<file path="src/rtl/shbus_pkg.sv">
package shbus_pkg;
   typedef enum logic {
      ARB_IDLE = 1'b0,
      ARB_XFER = 1'b1
   } arb_state_e;

   function automatic int wrap_next(input int cur, input int n);
      return (cur + 1 >= n) ? 0 : cur + 1;
   endfunction
endpackage

</file>
<file path="src/rtl/shbus_rr_pick.sv">
module shbus_rr_pick #(
   parameter int NPORT  = 4,
   parameter int PORT_W = (NPORT > 1) ? $clog2(NPORT) : 1
) (
   input  logic [NPORT-1:0]  req,
   input  logic [PORT_W-1:0] start,
   output logic              any,
   output logic [PORT_W-1:0] idx
);
   int cand;

   always_comb begin
      any  = 1'b0;
      idx  = '0;
      cand = 0;
      for (int k = 0; k < NPORT; k++) begin
         cand = int'(start) + k;
         if (cand >= NPORT) cand = cand - NPORT;
         if (!any && req[cand]) begin
            any = 1'b1;
            idx = PORT_W'(cand);
         end
      end
   end
endmodule

</file>
<file path="src/rtl/shbus_bus_mux.sv">
module shbus_bus_mux #(
   parameter int NPORT  = 4,
   parameter int DATA_W = 8
) (
   input  logic [NPORT-1:0]        grant,
   input  logic [NPORT-1:0]        valid,
   input  logic [NPORT-1:0]        last,
   input  logic [NPORT*DATA_W-1:0] data,
   output logic                    bus_valid,
   output logic                    bus_last,
   output logic [DATA_W-1:0]       bus_data
);
   logic [DATA_W-1:0] term [NPORT];

   for (genvar g = 0; g < NPORT; g++) begin : g_term
      assign term[g] = grant[g] ? data[g*DATA_W +: DATA_W] : '0;
   end

   always_comb begin
      bus_data = '0;
      for (int k = 0; k < NPORT; k++) bus_data = bus_data | term[k];
   end

   assign bus_valid = |(grant & valid);
   assign bus_last  = |(grant & valid & last);
endmodule

</file>
<file path="src/rtl/shbus_egress_decide.sv">
module shbus_egress_decide #(
   parameter int NPORT  = 4,
   parameter int PORT_W = (NPORT > 1) ? $clog2(NPORT) : 1
) (
   input  logic              clk,
   input  logic              rst_n,
   input  logic              done,
   input  logic [PORT_W-1:0] ing,
   input  logic [NPORT-1:0]  mask,
   output logic [NPORT-1:0]  tx_o,
   output logic [NPORT-1:0]  flush_o
);
   logic [NPORT-1:0] ing_bit;
   logic [NPORT-1:0] keep;

   for (genvar g = 0; g < NPORT; g++) begin : g_ing
      assign ing_bit[g] = (ing == PORT_W'(g));
   end
   assign keep = mask & ~ing_bit;

   always_ff @(posedge clk or negedge rst_n) begin
      if (!rst_n) begin
         tx_o    <= '0;
         flush_o <= '0;
      end else if (done) begin
         tx_o    <= keep;
         flush_o <= ~keep;
      end else begin
         tx_o    <= '0;
         flush_o <= '0;
      end
   end

   a_r9_pulse_after_last: assert property (@(posedge clk) disable iff (!rst_n)
      done |=> ((tx_o | flush_o) == '1) && ((tx_o & flush_o) == '0));
   a_r9_quiet_otherwise: assert property (@(posedge clk) disable iff (!rst_n)
      !done |=> (tx_o == '0) && (flush_o == '0));
   a_r7_no_reflect: assert property (@(posedge clk) disable iff (!rst_n)
      done |=> !tx_o[$past(ing)]);
endmodule

</file>
<file path="src/rtl/shbus_rr_arbiter.sv">
module shbus_rr_arbiter #(
   parameter int NPORT  = 4,
   parameter int DATA_W = 8,
   parameter int PORT_W = (NPORT > 1) ? $clog2(NPORT) : 1,
   parameter int HDR_W  = PORT_W + 1 + NPORT
) (
   input  logic                    clk,
   input  logic                    rst_n,
   input  logic [NPORT-1:0]        req_i,
   input  logic [NPORT-1:0]        card_valid_i,
   input  logic [NPORT-1:0]        card_last_i,
   input  logic [NPORT*DATA_W-1:0] card_data_i,
   input  logic [NPORT-1:0]        lk_hit_i,
   input  logic [NPORT-1:0]        lk_bcast_i,
   input  logic [NPORT*NPORT-1:0]  lk_mask_i,
   input  logic                    bus_ready_i,
   output logic [NPORT-1:0]        grant_o,
   output logic [NPORT-1:0]        card_ready_o,
   output logic                    bus_valid_o,
   output logic                    bus_last_o,
   output logic [DATA_W-1:0]       bus_data_o,
   output logic [HDR_W-1:0]        bus_hdr_o,
   output logic [NPORT-1:0]        tx_o,
   output logic [NPORT-1:0]        flush_o
);
   import shbus_pkg::*;

   if (NPORT < 2)               begin : g_chk_n  $error("NPORT must be at least 2"); end
   if (DATA_W < 1)              begin : g_chk_w  $error("DATA_W must be positive"); end
   if (PORT_W < $clog2(NPORT))  begin : g_chk_p  $error("PORT_W too narrow"); end
   if (HDR_W != PORT_W+1+NPORT) begin : g_chk_h  $error("HDR_W must match fields"); end

   arb_state_e        st_q;
   logic [PORT_W-1:0] own_q, ptr_q;
   logic              known_q;
   logic [NPORT-1:0]  mask_q;
   logic              pick_any;
   logic [PORT_W-1:0] pick_idx;
   logic              busy, done;
   logic              cap_known;
   logic [NPORT-1:0]  cap_mask;

   shbus_rr_pick #(.NPORT(NPORT), .PORT_W(PORT_W)) u_pick (
      .req   (req_i),
      .start (ptr_q),
      .any   (pick_any),
      .idx   (pick_idx)
   );

   assign busy = (st_q == ARB_XFER);

   for (genvar g = 0; g < NPORT; g++) begin : g_grant
      assign grant_o[g] = busy && (own_q == PORT_W'(g));
   end

   shbus_bus_mux #(.NPORT(NPORT), .DATA_W(DATA_W)) u_mux (
      .grant     (grant_o),
      .valid     (card_valid_i),
      .last      (card_last_i),
      .data      (card_data_i),
      .bus_valid (bus_valid_o),
      .bus_last  (bus_last_o),
      .bus_data  (bus_data_o)
   );

   assign card_ready_o = grant_o & {NPORT{bus_ready_i}};
   assign done         = busy && bus_last_o && bus_ready_i;

   assign cap_known = lk_hit_i[pick_idx] && !lk_bcast_i[pick_idx];
   assign cap_mask  = cap_known ? lk_mask_i[pick_idx*NPORT +: NPORT] : '1;

   always_ff @(posedge clk or negedge rst_n) begin
      if (!rst_n) begin
         st_q    <= ARB_IDLE;
         own_q   <= '0;
         ptr_q   <= '0;
         known_q <= 1'b0;
         mask_q  <= '0;
      end else if (!busy) begin
         if (pick_any) begin
            st_q    <= ARB_XFER;
            own_q   <= pick_idx;
            known_q <= cap_known;
            mask_q  <= cap_mask;
         end
      end else if (done) begin
         st_q  <= ARB_IDLE;
         ptr_q <= PORT_W'(wrap_next(int'(own_q), NPORT));
      end
   end

   assign bus_hdr_o = busy ? {own_q, known_q, mask_q} : '0;

   shbus_egress_decide #(.NPORT(NPORT), .PORT_W(PORT_W)) u_decide (
      .clk     (clk),
      .rst_n   (rst_n),
      .done    (done),
      .ing     (own_q),
      .mask    (mask_q),
      .tx_o    (tx_o),
      .flush_o (flush_o)
   );

   a_r2_single_grant: assert property (@(posedge clk) disable iff (!rst_n)
      $onehot0(grant_o));
   a_r4_grant_held: assert property (@(posedge clk) disable iff (!rst_n)
      (busy && !done) |=> $stable(grant_o) && $stable(bus_hdr_o));
   a_r5_ready_owner: assert property (@(posedge clk) disable iff (!rst_n)
      (card_ready_o & ~grant_o) == '0);
   a_r3_rotate: assert property (@(posedge clk) disable iff (!rst_n)
      done |=> (int'(ptr_q) == wrap_next(int'($past(own_q)), NPORT)) && !busy);
   a_r2_idle_grant: assert property (@(posedge clk) disable iff (!rst_n)
      (!busy && (req_i != '0)) |=> (grant_o != '0));
endmodule

</file>
<file path="config.mk">
export PLATFORM = sky130hd
export DESIGN_NAME = shbus_rr_arbiter
export DESIGN_NICKNAME = d
export VERILOG_FILES = /design/src/rtl/shbus_pkg.sv /design/src/rtl/shbus_rr_pick.sv /design/src/rtl/shbus_bus_mux.sv /design/src/rtl/shbus_egress_decide.sv /design/src/rtl/shbus_rr_arbiter.sv
export SDC_FILE = /design/constraint.sdc
export NUM_CORES = 1
export LEC_CHECK = 0
export ABC_AREA = 1
export BUFFER_PORTS_ARGS = -buffer_cell sky130_fd_sc_hd__buf_4
export CORE_MARGIN = 1
export CORE_UTILIZATION = 43
export DETAILED_ROUTE_END_ITERATION = 6
export PLACE_DENSITY = 0.81
export SLEW_MARGIN = 20
export SYNTH_ARGS = -nofsm -noshare
export SYNTH_HDL_FRONTEND = slang
export SYNTH_SLANG_ARGS = --single-unit
</file>
<file path="constraint.sdc">
create_clock -name clk -period 2.2 [get_ports clk]
set_input_delay 0.33 -clock clk [delete_from_list [all_inputs] [get_ports clk]]
set_output_delay 0.33 -clock clk [all_outputs]
set_load 0.02 [all_outputs]
</file>
Word-level counts from Yosys, hierarchy flattened
Index checks and enable logic that the tools add are counted.
W data, S select, Z words.
{"block": "totals", "out_inout_bits": 33, "rom_bits": 0, "mem_bits_rw": 0, "reg_bits": 18, "n_memories": 0, "inputBits": 71, "latchBits": 0, "wordCells": 98}
{"block": "op_classes", "n_eq_ne": 3, "n_addsub": 8, "div": 0, "muxes": 40, "reduce_logical": 19, "n_lt_le_gt_ge": 10, "multipliers": 0, "bitwise": 10, "shift": 1}
{"op": "$lt A32 B4 Y1 const B", "n": 4}
{"op": "$mux W32", "n": 4}
{"op": "$ge A32 B4 Y1 const B", "n": 3}
{"op": "$sub A32 B4 Y32 const B", "n": 3}
{"op": "$mux W8", "n": 4}
{"op": "$or A8 B8 Y8", "n": 3}
{"op": "$mux W1", "n": 17}
{"op": "$and A4 B4 Y4", "n": 4}
{"op": "$shiftx A16 B5 Y4", "n": 1}
{"op": "$bmux W1 S2", "n": 6}
{"op": "$mux W4", "n": 3}
{"op": "$logic_and A1 B1 Y1", "n": 10}
{"op": "$mux W2", "n": 5}
{"op": "$not A4 Y4", "n": 2}
{"op": "$reduce_or A4 Y1", "n": 2}
{"op": "$mux W7", "n": 1}
{"op": "$add A2 B1 Y3 const B", "n": 2}
{"op": "$add A2 B2 Y3 const B", "n": 2}
{"op": "$eq A2 B2 Y1 const B", "n": 2}
{"op": "$logic_not A1 Y1", "n": 4}
{"op": "$reduce_and A2 Y1", "n": 2}
{"op": "$sub A2 B3 Y4 const B", "n": 1}
{"op": "$ge A2 B3 Y1 const B", "n": 1}
{"op": "$ge A3 B3 Y1 const B", "n": 1}
{"op": "other kinds (4)", "n": 4}

Logic depth before layout (Yosys ltp)
{"block": "depth", "ltp_word": 20, "depth_mapped": 16, "depth_no_buf": 15}

Modules after synthesis
A second synthesis with hierarchy kept.
{"block": "unflattened", "cells_unflattened": 264, "hier_area_um2": 1656.6}
{"mod": "shbus_rr_arbiter", "seq_area_each_um2": 250.2, "n_inst": 1, "area_each_um2": 769.5, "cells_per_inst": 119}
{"mod": "shbus_rr_pick", "seq_area_each_um2": 0.0, "n_inst": 1, "area_each_um2": 319.1, "cells_per_inst": 59}
{"mod": "shbus_bus_mux", "seq_area_each_um2": 0.0, "n_inst": 1, "area_each_um2": 287.8, "cells_per_inst": 58}
{"mod": "shbus_egress_decide", "seq_area_each_um2": 200.2, "n_inst": 1, "area_each_um2": 280.3, "cells_per_inst": 28}

Least setup slack after synthesis
No wires, ideal clock.
{"block": "synth_timing", "path_kind": "register -> register", "from": "register own_q[0]", "to": "register u_decide.flush_o[0]", "synth_period_minus_slack_ps": 1711, "stages_incl_launch_ff": 11, "path_slack_ps": 489, "arrival_ps": 1633, "t_required_ps": 2122, "setup_ps": 78, "n_path_buf": 0, "path_cell_list": "dfrtp_1 inv_1 ha_1 nand2_1 inv_2 nand2_1 o21ai_1 nor3_1 nor2_1 inv_2 a21oi_1"}
{"block": "synth_via", "elab_chain_cells": 8, "word_cells_on_any_way": 17, "cone_classes": "eq/ne (3); mux (1); bitwise (5); reduce/logical (8)"}
{"element": "start: declaration", "line": "shbus_rr_arbiter.sv:34", "text": "logic [PORT_W-1:0] own_q, ptr_q;"}
{"element": "start signal: assignment", "line": "shbus_rr_arbiter.sv:82", "text": "own_q <= pick_idx;"}
{"element": "$eq A2 B2 Y1", "line": "shbus_rr_arbiter.sv:53", "text": "assign grant_o[g] = busy && (own_q == PORT_W'(g));"}
{"element": "$logic_and A1 B1 Y1", "line": "shbus_rr_arbiter.sv:53"}
{"element": "via grant_o[2]", "line": "shbus_rr_arbiter.sv:17", "text": "output logic [NPORT-1:0] grant_o,"}
{"element": "$and A4 B4 Y4 (2 in series)", "line": "shbus_bus_mux.sv:25", "text": "assign bus_last = |(grant & valid & last);"}
{"element": "$reduce_or A4 Y1", "line": "shbus_bus_mux.sv:25"}
{"element": "$logic_and A1 B1 Y1 (2 in series)", "line": "shbus_rr_arbiter.sv:67", "text": "assign done = busy && bus_last_o && bus_ready_i;"}
{"element": "$mux W4", "line": "shbus_egress_decide.sv:25", "text": "end else if (done) begin"}
{"element": "end signal: assignment", "line": "shbus_egress_decide.sv:27", "text": "flush_o <= ~keep;"}
{"element": "end: declaration", "line": "shbus_egress_decide.sv:11", "text": "output logic [NPORT-1:0] flush_o"}
The timed path passes the listed nets, and every way through them passes these cells.
A chain may end at the register's enable or synchronous reset.

Final worst setup path
{"block": "layout_timing", "from": "register own_q[0]", "to": "output port bus_last_o"}
{"block": "layout_via", "elab_chain_cells": 5, "word_cells_on_any_way": 11, "cone_classes": "eq/ne (3); bitwise (2); reduce/logical (6)"}
{"element": "$eq A2 B1 Y1 (tied with other cells)", "line": "shbus_rr_arbiter.sv:53"}
{"element": "$logic_and A1 B1 Y1", "line": "shbus_rr_arbiter.sv:53"}
{"element": "$and A4 B4 Y4 * (2 in series)", "line": "shbus_bus_mux.sv:25"}
{"element": "$reduce_or A4 Y1 *", "line": "shbus_bus_mux.sv:25"}
{"element": "end: declaration", "line": "shbus_rr_arbiter.sv:20", "text": "output logic bus_last_o,"}
Mark *: on every way between the ends. The rest lies on a longest branch, timed or not.

==> impl_metrics.yaml <==
status:
  run_status: "finished, final reports clean"
timing:
  setup_viol: 0
  shortest_clock_period_the_worst_path_allows_after_layout_ps: 2060
  maxSlewViolCount: 0
  period_share_pct: 93.7
  max-slew-margin-rel_pct: 73.8
  final_hold_fails: 0
  timing_worst_slew_pin_value_ps: 392
  finalClockSkew_ps: 1.77
  setup_tns_ps: 0
  max_freq_mhz: 485
layout:
  synthesis_to_layout_area_growth_pct: 54.9
  design.final.nets: 446
  drive_above_1_share_pct: 39.7
  postLayoutCoreUtil_pct: 69.8
  fill_cells: 350
  multi_input_comb_area_um2: 1020
  postLayoutCellArea_um2: 2550
  final_cell_count_no_fill: 418
  antenna-diode-count: 0
  final-seq-area_um2: 450
synthesis:
  synthDistinctLibCells: 22
  synth_cells: 264
  synth_largest_area_cell: "sky130_fd_sc_hd__dfrtp_1"
  syn_nets: 339
  ys_ff_latch: 18
  synth.cell_area_um2: 1650
  yosysWarnings: 0
  synthTopCellsByArea: "sky130_fd_sc_hd__dfrtp_1 27%, sky130_fd_sc_hd__nand2_1 27%, sky130_fd_sc_hd__inv_1 6.8%, sky130_fd_sc_hd__nand3_1 6.4%, sky130_fd_sc_hd__nand2_4 4.8%"
  synth_top_area_share_pct: 27.3
  syn_avg_cell_area_um2: 6.25
  yosys.cell_count.top_type: "sky130_fd_sc_hd__nand2_1"
  synth.top_cells.by_count: "118 x sky130_fd_sc_hd__nand2_1, 30 x sky130_fd_sc_hd__inv_1, 21 x sky130_fd_sc_hd__nand3_1"
  share_of_flip_flops_with_an_asynchronous_set_or_reset_after_synthesis_pct: 100
  synth_sequential_area_ratio_pct: 27.3
  ys.flop_type: "sky130_fd_sc_hd__dfrtp_1"
  number_of_enable_type_register_cells_in_the_synthesized_netlist: 0
route:
  total_wirelength_mm: 4.75
  post_detailed_route_via_to_cell_ratio: 4.85
  route.vias.total: 2028
  remaining_drc_errors: 0
  final_ant_viol_nets: 0
  avgRoutedWirePerCell_um: 11.4
  dr.first_iter.drc_count: 80
  detailed_router_iteration_count_before_antenna_repair: 4
critical_path:
  arrival_ps: 1730
  criticalPathCategory: "reg2out"
  critical-path-max-stage-delay_ps: 460
  worst_r2r_startpoint: "ptr_q[0]"
  critPathLaunch: "own_q[0]"
  worstSetupStartpointType: "register"
  critical_path_cell_sequence: "inv_2 -> ha_1 -> nand2_2 -> inv_4 -> nand2_1 -> o21ai_2 -> nor3_2 -> inv_1 -> buf_4"
  slowest_stage: "sky130_fd_sc_hd__dfrtp_1"
  critical_path.max_fanout: 10
  crit_required_ps: 1870
  timing.critical_path.to_type: "output pin"
clock_network:
  tritoncts: "built"
  clock_latency_late_sink_ps: 260
  cts_htree_levels: 1
  clk_pin_slew_worst_paths_ps: 70
  cts-root-to-sink-buffers: 2
  clock-root-buffer: "sky130_fd_sc_hd__clkbuf_8"
  clkSinkCount: 18
  numCtsBuffers: 3
placement:
  hpwlAfterDp_mm: 3.86
  postPlaceCellArea_um2: 2460
  placed_cells: 412
  gpl.final_weighted_congestion: 0.804
  portBuffers: 103
die:
  top_level_ports: 104
  dieHeight_um: 63.9
  num_rows: 22
  floorplan.core_area_um2: 3660
  initial_core_util_pct: 45.0
  floorplan.die.width_um: 63.9
  die_outline_area_um2: 4090
hold_path:
  timing.hold.worst.class: "in2async"
global_route:
  grt_antenna_before_repair: 0
  largest_net_degree_at_the_start_of_global_routing: 19
  first_pass_grt_wire_length_mm: 7.89
  grt_overflow_total: 0
  first_global_vias: 1863
  grtUsageTotal_pct: 24.0
power_and_ir_drop:
  pwr_density_cell_nw_per_um2: 1490
  ir_drop_mv: 1.01
  power.leakage_nw: 1.52
job:
  timing.max_cap.violations: 0
==> cell usage in the layout, fill, tap and decap left out, types with 5 or more instances in the layout <==
cell type	count
sky130_fd_sc_hd__nand2_2	8
sky130_fd_sc_hd__inv_1	29
sky130_fd_sc_hd__o21ai_1	5
sky130_fd_sc_hd__nand3_1	21
sky130_fd_sc_hd__buf_4	108
sky130_fd_sc_hd__inv_2	7
sky130_fd_sc_hd__nor2_1	13
sky130_fd_sc_hd__nand3_2	5
sky130_fd_sc_hd__nand2_1	116
sky130_fd_sc_hd__nand4_1	10
sky130_fd_sc_hd__a21oi_1	5
sky130_fd_sc_hd__nand2_4	7
sky130_fd_sc_hd__dfrtp_1	18
==> per-stage QoR <==
step                power (mW)  hold WS, ps  worst slack (ps)
detailed placement        3.50          209               236
floorplan                 2.70         34.4               489
CTS                       3.78          483              50.6
finish                    3.82          473               140
global route              4.17          500             -10.6
global placement          3.44          208               258
==> final timing paths <==
path / to / slack, ps / cells after the start
max reg2reg: mask_q[0] / 210 / 15
min in group clk: mask_q[1] / 480 / 7
min: u_decide.tx_o[2] / 470 / 2
max in group asynchronous: u_decide.flush_o[3] / 1530 / 2
min reg2reg: known_q / 490 / 2
max: bus_last_o / 140 / 9
==> routing by layer <==
layer / up-vias / part of all wire, % / track usage [%]
met5: - / 0 / 0
met4: 0 / 0.95 / 6.53
met3: 10 / 8.4 / 4.82
met2: 89 / 51 / 46.0
met1: 901 / 39 / 26.2
li1: 1028 / - / -
==> registers in the layout (all words and copies together), names as in the netlist <==
signal	count
u_decide.tx_o	4
ptr_q	2
own_q	2
busy	1
mask_q	4
known_q	1
u_decide.flush_o	4
==> repair_timing <==
item                                    CTS  global route
resized for setup                         0             7
endpoints found under the hold margin    18             0
hold buffers                              1             0
setup buffers                             0             1
endpoints found under the setup margin    0             6
==> where the power goes <==
group | leakage, nW | internal (mW) | switching [mW] | total [mW]
Clock | 0.0288 | 0.159 | 0.116 | 0.275
Sequential | 0.230 | 0.447 | 0.139 | 0.587
Combinational | 1.26 | 1.13 | 1.83 | 2.96
==> kinds of logic after synthesis <==
kind of cell             synth area share (%)
AO/OA/AOI/OAI                            3.87
adder cells (fa/ha/maj)                  3.04
buffers and inverters                    11.6
flip-flops                               27.3
AND/OR/NAND/NOR                          54.2
==> worst max-delay path: cells and delay by family, from the launching register on <==
family	cells	cell delay [ps]
buffers and inverters	4	360
adders and majority gates	1	230
DFF	1	460
AOI/OAI and AO/OA	1	60
and+or+nand+nor	3	370
==> area by class of cell <==
cell class              instances  share of cell area (%)
flip-flops and latches         18                    17.6
multi-input cells             201                    40.0
repair buffers                109                    32.1
clock buffers                   4                    2.15
inverters                      38                    5.78
well taps                      48                    2.35
No activity file was read; power rests on OpenSTA's default activity.
